File: config.mk
export PLATFORM = sky130hd
export DESIGN_NAME = gpio_bank_regfile
export DESIGN_NICKNAME = d
export VERILOG_FILES = /design/src/rtl/gpio_bank_pkg.sv /design/src/rtl/gpio_bank_decode.sv /design/src/rtl/gpio_bank_store.sv /design/src/rtl/gpio_bank_regfile.sv
export SDC_FILE = /design/constraint.sdc
export NUM_CORES = 1
export LEC_CHECK = 0
export ABC_AREA = 0
export BUFFER_PORTS_ARGS = -buffer_cell sky130_fd_sc_hd__buf_2
export CELL_PAD_IN_SITES_DETAIL_PLACEMENT = 0
export CELL_PAD_IN_SITES_GLOBAL_PLACEMENT = 1
export CORE_ASPECT_RATIO = 0.9
export CORE_MARGIN = 2
export CORE_UTILIZATION = 44
export CTS_CLUSTER_SIZE = 10
export DETAILED_ROUTE_END_ITERATION = 8
export PLACE_DENSITY_LB_ADDON = 0.1
export SLEW_MARGIN = 20
export SYNTH_ARGS = -nofsm -noshare
export SYNTH_HDL_FRONTEND = slang
export SYNTH_SLANG_ARGS = --single-unit
export TNS_END_PERCENT = 20
File: constraint.sdc
create_clock -name clk -period 7.54 [get_ports clk]
set_input_delay 1.131 -clock clk [delete_from_list [all_inputs] [get_ports clk]]
set_output_delay 1.131 -clock clk [all_outputs]
set_load 0.005 [all_outputs]
File: src/rtl/gpio_bank_pkg.sv
package gpio_bank_pkg;
  localparam int unsigned LINES_PER_BANK = 8;
  localparam int unsigned BANK_STRIDE    = 8;
  localparam int unsigned DIR_OFS        = 4;
  localparam int unsigned HOLE_LO        = 'h90;
  localparam int unsigned HOLE_HI        = 'h9F;
  localparam int unsigned HOLE_SKIP      = 'h10;
  localparam int unsigned BUS_W          = 32;

  // strobes from the address decoder to the register datapath
  typedef struct packed {
    logic wrData;
    logic wrDir;
    logic rdData;
    logic rdDir;
    logic rdAny;
  } strobe_t;

  // base byte address of a bank, stepping over the reserved window
  function automatic int unsigned bankBase(input int unsigned b);
    int unsigned r;
    r = (b + 1) * BANK_STRIDE;
    if (r >= HOLE_LO) r = r + HOLE_SKIP;
    return r;
  endfunction
endpackage

File: src/rtl/gpio_bank_decode.sv
module gpio_bank_decode
  import gpio_bank_pkg::*;
#(
  parameter int NUM_BANKS = 20,
  parameter int ADDR_W    = 8,
  parameter int SEL_W     = 5
) (
  input  logic              wrEn,
  input  logic              rdEn,
  input  logic [ADDR_W-1:0] addr,
  output strobe_t           strobe,
  output logic [SEL_W-1:0]  bankSel
);
  logic [NUM_BANKS-1:0] hitData;
  logic [NUM_BANKS-1:0] hitDir;
  logic inHole;
  logic anyData;
  logic anyDir;

  assign inHole = (32'(addr) >= HOLE_LO) && (32'(addr) <= HOLE_HI);

  // one comparator pair per bank; banks whose address would not fit are dropped
  generate
    for (genvar b = 0; b < NUM_BANKS; b++) begin : gBank
      localparam int unsigned BASE = bankBase(b);
      localparam bit FITS = (BASE + DIR_OFS) < (2 ** ADDR_W);
      assign hitData[b] = FITS && (32'(addr) == BASE);
      assign hitDir[b]  = FITS && (32'(addr) == BASE + DIR_OFS);
    end
  endgenerate

  assign anyData = (|hitData) && !inHole;
  assign anyDir  = (|hitDir) && !inHole;

  always_comb begin
    bankSel = '0;
    for (int b = 0; b < NUM_BANKS; b++) begin
      if (hitData[b] || hitDir[b]) bankSel = SEL_W'(b);
    end
  end

  assign strobe.wrData = wrEn && anyData;
  assign strobe.wrDir  = wrEn && anyDir;
  assign strobe.rdData = rdEn && anyData;
  assign strobe.rdDir  = rdEn && anyDir;
  assign strobe.rdAny  = rdEn;
endmodule

File: src/rtl/gpio_bank_store.sv
module gpio_bank_store
  import gpio_bank_pkg::*;
#(
  parameter int NUM_BANKS = 20,
  parameter int SEL_W     = 5,
  parameter int NUM_LINES = NUM_BANKS * LINES_PER_BANK
) (
  input  logic                      clk,
  input  logic                      rstN,
  input  strobe_t                   strobe,
  input  logic [SEL_W-1:0]          bankSel,
  input  logic [LINES_PER_BANK-1:0] wrByte,
  input  logic [NUM_LINES-1:0]      padIn,
  output logic [NUM_LINES-1:0]      padOut,
  output logic [NUM_LINES-1:0]      padOe,
  output logic [BUS_W-1:0]          rdData
);
  logic [NUM_LINES-1:0] dataVec;
  logic [NUM_LINES-1:0] dirVec;
  logic [NUM_LINES-1:0] syncA;
  logic [NUM_LINES-1:0] syncB;
  logic [BUS_W-1:0]     rdQ;
  logic [BUS_W-1:0]     rdNext;
  logic [LINES_PER_BANK-1:0] dataB;
  logic [LINES_PER_BANK-1:0] dirB;
  logic [LINES_PER_BANK-1:0] pinB;
  logic [LINES_PER_BANK-1:0] mixB;

  always_ff @(posedge clk) begin
    if (!rstN) begin
      dataVec <= '0;
      dirVec  <= '1;
    end else begin
      for (int b = 0; b < NUM_BANKS; b++) begin
        if (strobe.wrData && (bankSel == SEL_W'(b)))
          dataVec[b*LINES_PER_BANK +: LINES_PER_BANK] <= wrByte;
        if (strobe.wrDir && (bankSel == SEL_W'(b)))
          dirVec[b*LINES_PER_BANK +: LINES_PER_BANK] <= wrByte;
      end
    end
  end

  // two-stage synchronizer on every pad input
  always_ff @(posedge clk) begin
    if (!rstN) begin
      syncA <= '0;
      syncB <= '0;
    end else begin
      syncA <= padIn;
      syncB <= syncA;
    end
  end

  always_comb begin
    dataB = dataVec[bankSel*LINES_PER_BANK +: LINES_PER_BANK];
    dirB  = dirVec[bankSel*LINES_PER_BANK +: LINES_PER_BANK];
    pinB  = syncB[bankSel*LINES_PER_BANK +: LINES_PER_BANK];
    mixB  = (dirB & pinB) | (~dirB & dataB);
    if (strobe.rdData)     rdNext = BUS_W'(mixB);
    else if (strobe.rdDir) rdNext = BUS_W'(dirB);
    else                   rdNext = '0;
  end

  always_ff @(posedge clk) begin
    if (!rstN)             rdQ <= '0;
    else if (strobe.rdAny) rdQ <= rdNext;
  end

  assign padOut = dataVec;
  assign padOe  = ~dirVec;
  assign rdData = rdQ;
endmodule

File: src/rtl/gpio_bank_regfile.sv
module gpio_bank_regfile
  import gpio_bank_pkg::*;
#(
  parameter int NUM_BANKS = 20,
  parameter int ADDR_W    = 8
) (
  input  logic                                clk,
  input  logic                                rstN,
  input  logic                                wrEn,
  input  logic                                rdEn,
  input  logic [ADDR_W-1:0]                   addr,
  input  logic [31:0]                         wrData,
  output logic [31:0]                         rdData,
  input  logic [NUM_BANKS*LINES_PER_BANK-1:0] padIn,
  output logic [NUM_BANKS*LINES_PER_BANK-1:0] padOut,
  output logic [NUM_BANKS*LINES_PER_BANK-1:0] padOe
);
  localparam int SEL_W     = (NUM_BANKS > 1) ? $clog2(NUM_BANKS) : 1;
  localparam int NUM_LINES = NUM_BANKS * LINES_PER_BANK;

  strobe_t          strobe;
  logic [SEL_W-1:0] bankSel;
  logic             unusedWrHi;

  assign unusedWrHi = ^wrData[31:LINES_PER_BANK];

  gpio_bank_decode #(
    .NUM_BANKS(NUM_BANKS), .ADDR_W(ADDR_W), .SEL_W(SEL_W)
  ) uDecode (
    .wrEn(wrEn), .rdEn(rdEn), .addr(addr),
    .strobe(strobe), .bankSel(bankSel)
  );

  gpio_bank_store #(
    .NUM_BANKS(NUM_BANKS), .SEL_W(SEL_W), .NUM_LINES(NUM_LINES)
  ) uStore (
    .clk(clk), .rstN(rstN), .strobe(strobe), .bankSel(bankSel),
    .wrByte(wrData[LINES_PER_BANK-1:0]), .padIn(padIn),
    .padOut(padOut), .padOe(padOe), .rdData(rdData)
  );
endmodule

==> results.py <==
metrics = {
    "status": {
        "outcome": "complete, no violations",
    },
    "critical_path": {
        "cp_data_arrival_time_ns": 5.14,
        "cp_max_fo": 39,
        "reg2regPathDepth": 6,
        "reg2reg_slack_ns": 5.17,
        "r2r_end": "uStore.rdData[5]",
        "required_ns": 8.12,
        "start_kind": "input pin",
        "critPathKind": "input pin to flop",
        "reg2reg_from": "uStore.dirVec[61]",
        "cp-end-kind": "flop",
    },
    "routing": {
        "vias": 21800,
        "routedWlPerCell_um": 23.6,
        "avgViaCountPerCell": 5.45,
        "post-route-drc-count": 0,
        "wl_mm": 94.6,
        "dr.pass1.iters": 6,
        "first_iter_violations": 2306,
        "drtAntennaViolNets": 0,
    },
    "clock_network": {
        "clock_latency_ns": 0.63,
        "numCtsBuffers": 76,
        "cts_tree": "yes",
        "numClockSinks": 648,
        "ctsResizeCount": 0,
        "clockBufferDepth": 3,
        "holdBufCountCts": 0,
        "cts_setup_buffers": 0,
        "htreeDepth": 3,
        "clockRootBuffer": "clkbuf_16",
        "clkTransAtPathRegs_ns": 0.06,
    },
    "global_routing": {
        "antenna_found_initial": 7,
        "grt_max_degree": 159,
        "grt_pass1_vias": 20400,
        "grt_usage_pct": 30.5,
        "grt_pass1_wl_mm": 136,
        "grt-ovfl-total": 0,
    },
    "layout": {
        "area_growth_pct": 19.1,
        "final_util_pct": 53.2,
        "drive_above_1_share_pct": 21.2,
        "nets": 3421,
    },
    "power_and_ir_drop": {
        "switching_share_pct": 23.5,
        "power.share.combinational_pct": 5.8,
        "vdd_drop_max_mv": 0.179,
        "p_total_w": 0.00725,
        "power.density_nw_per_um2": 238,
        "p_seq_share_pct": 48.7,
        "switchingPower_w": 0.00171,
        "p_int_w": 0.00554,
        "p_clk_share_pct": 45.5,
        "p_leak_nw": 13.9,
    },
    "sta": {
        "period_needed_ns": 4.56,
        "hold_viol_final": 0,
        "setup_violations": 0,
        "final.setup_skew_ns": 0.0271,
        "slew_headroom_pct": 22.8,
        "finalCritPeriodShare_pct": 60.5,
        "slew_viol_final": 0,
        "fin_tns_setup_ns": 0,
        "rsz0062_at_grt": "no",
        "worstMarginPinSlew_ns": 1.14,
        "max_freq_mhz": 219,
        "setup_slack_ns": 2.98,
    },
    "floorplan": {
        "die_area_um2": 60200,
        "start_util_pct": 44.7,
        "ios": 556,
        "core_um2": 57300,
        "die_width_um": 258,
        "die_height_um": 233,
        "row_count": 83,
    },
    "logic_synthesis": {
        "synth_area_um2": 25600,
        "synth_top_family_by_area": "simple AND/OR/NAND/NOR gates",
        "synth-main-ff-cell": "dfxtp_1",
        "synth_fa_ha_area_share_pct": 0,
        "synth.area.mux_share_pct": 8.15,
        "synth.avg_cell_area_um2": 9.09,
        "async_flop_share_pct": 0,
        "synth_compound_area_share_pct": 12.8,
        "ys_ff_latch": 648,
        "yosys.area.top_type": "dfxtp_1",
        "synth-simple-area-share_pct": 21.2,
        "synth_area_leaders": "dfxtp_1 (51%), mux2i_1 (8.0%), and2_1 (7.9%), nand2_1 (6.2%), o211ai_1 (5.8%)",
        "synth_edf_count": 0,
        "synth_xor_area_share_pct": 0.0342,
        "synthTopCellsByCount": "dfxtp_1 (648), nand2_1 (420), and2_1 (325)",
        "yosysMostFrequentCell": "dfxtp_1",
        "yosys_warnings": 0,
        "synth_top_area_share_pct": 50.7,
        "ys_seq_area_share_pct": 50.7,
        "synthCells": 2818,
        "ys_types": 87,
    },
    "place": {
        "place_ws_ns": 2.43,
        "dp_hpwl_mm": 67.0,
        "gp_congestion": 0.898,
        "port_buffers": 507,
    },
    "worst_hold_path": {
        "min_from": "uStore.syncA[55]",
        "hold_class": "flop to flop",
        "whs_path_depth": 1,
        "holdPathEnd": "uStore.syncB[55]",
    },
    "flow_run": {
        "drv_cap": 0,
    },
}
==> area by class of cell <==
class / count / area, um^2
Clock buffer: 91 / 1990
Inverter: 164 / 618
Fill cell: 5405 / 26800
Timing Repair Buffer: 535 / 2760
Clock inverter: 7 / 186
Sequential cell: 648 / 13000
Antenna cell: 1 / 2.50
Multi-Input combinational cell: 1792 / 11000
Tap cell: 765 / 957
==> worst max-delay path by stage <==
stage            start               end  cells past startpoint
2_1_floorplan  addr[5]  uStore.rdData[1]                      9
3_3_place_gp   addr[7]  uStore.rdData[3]                     10
3_5_place_dp   addr[7]  uStore.rdData[3]                     10
4_1_cts        addr[7]  uStore.rdData[3]                     10
5_1_grt        addr[7]  uStore.rdData[3]                     10
6_report       addr[7]  uStore.rdData[3]                     10
==> metal layers <==
metal  track usage, %  share of wire, %  up-vias
met3             6.93               8.2      164
met2             48.6                46      956
met4             10.3               3.3        4
li1                 -                 -    10200
met5                0             0.024        -
met1             40.8                43    10500
==> critical path, cell delays in order <==
cell       delay (ns)
buf_2            0.40
or4b_1           0.74
nand4_2          0.26
o21a_4           0.63
buf_4            0.54
and3_1           0.23
a2111oi_0        0.06
a2111oi_0        0.73
a2bb2o_1         0.33
nand2_1          0.06
==> registers in the layout, summed over array words and instances (netlist names) <==
signal / flops
uStore.dirVec: 160
uStore.padOut: 160
uStore.syncA: 160
uStore.syncB: 160
uStore.rdData: 8
==> power groups by stage <==
| stage | sequential, W | clock, W | combinational (W) |
|---|---|---|---|
| final | 0.00353 | 0.00330 | 0.000417 |
| after global routing | 0.00354 | 0.00350 | 0.000448 |
| after CTS | 0.00353 | 0.00335 | 0.000413 |
| after detailed placement | 0.00360 | 0 | 0.000412 |
| after global placement | 0.00360 | 0 | 0.000408 |
| after floorplan | 0.00360 | 0 | 0.000255 |
==> metrics by stage <==
stage / area [um^2] / instances / hold slack (ns)
2_1_floorplan: 25700 / 2841 / 0.412
3_3_place_gp: 28300 / 3904 / 0.416
3_5_place_dp: 28300 / 3904 / 0.417
4_1_cts: 30400 / 4002 / 0.429
5_1_grt: 30500 / 4002 / 0.443
6_report: 30500 / 4003 / 0.427
==> kinds of logic (layout without fill, tap and decap cells) <==
group                  after synthesis  after routing
flip-flops                         648            648
XOR/XNOR                             1              1
buffers and inverters              401            797
other                                1             25
AND/OR/NAND/NOR                   1106           1106
multiplexers                       207            207
AO/OA/AOI/OAI                      454            454
==> layout by cell type, fill, tap and decap left out, drive strengths merged, types with 12 or more instances in the layout <==
cell type / count
conb: 24
a221oi: 15
clkbuf: 91
mux2i: 204
dfxtp: 648
nor3: 24
a21oi: 72
nand3: 78
a22oi: 12
nand2: 423
o21ai: 52
nor2: 196
o211ai: 197
buf: 535
and3: 19
inv: 165
and2: 325
Power figures use the tool's default switching activity.
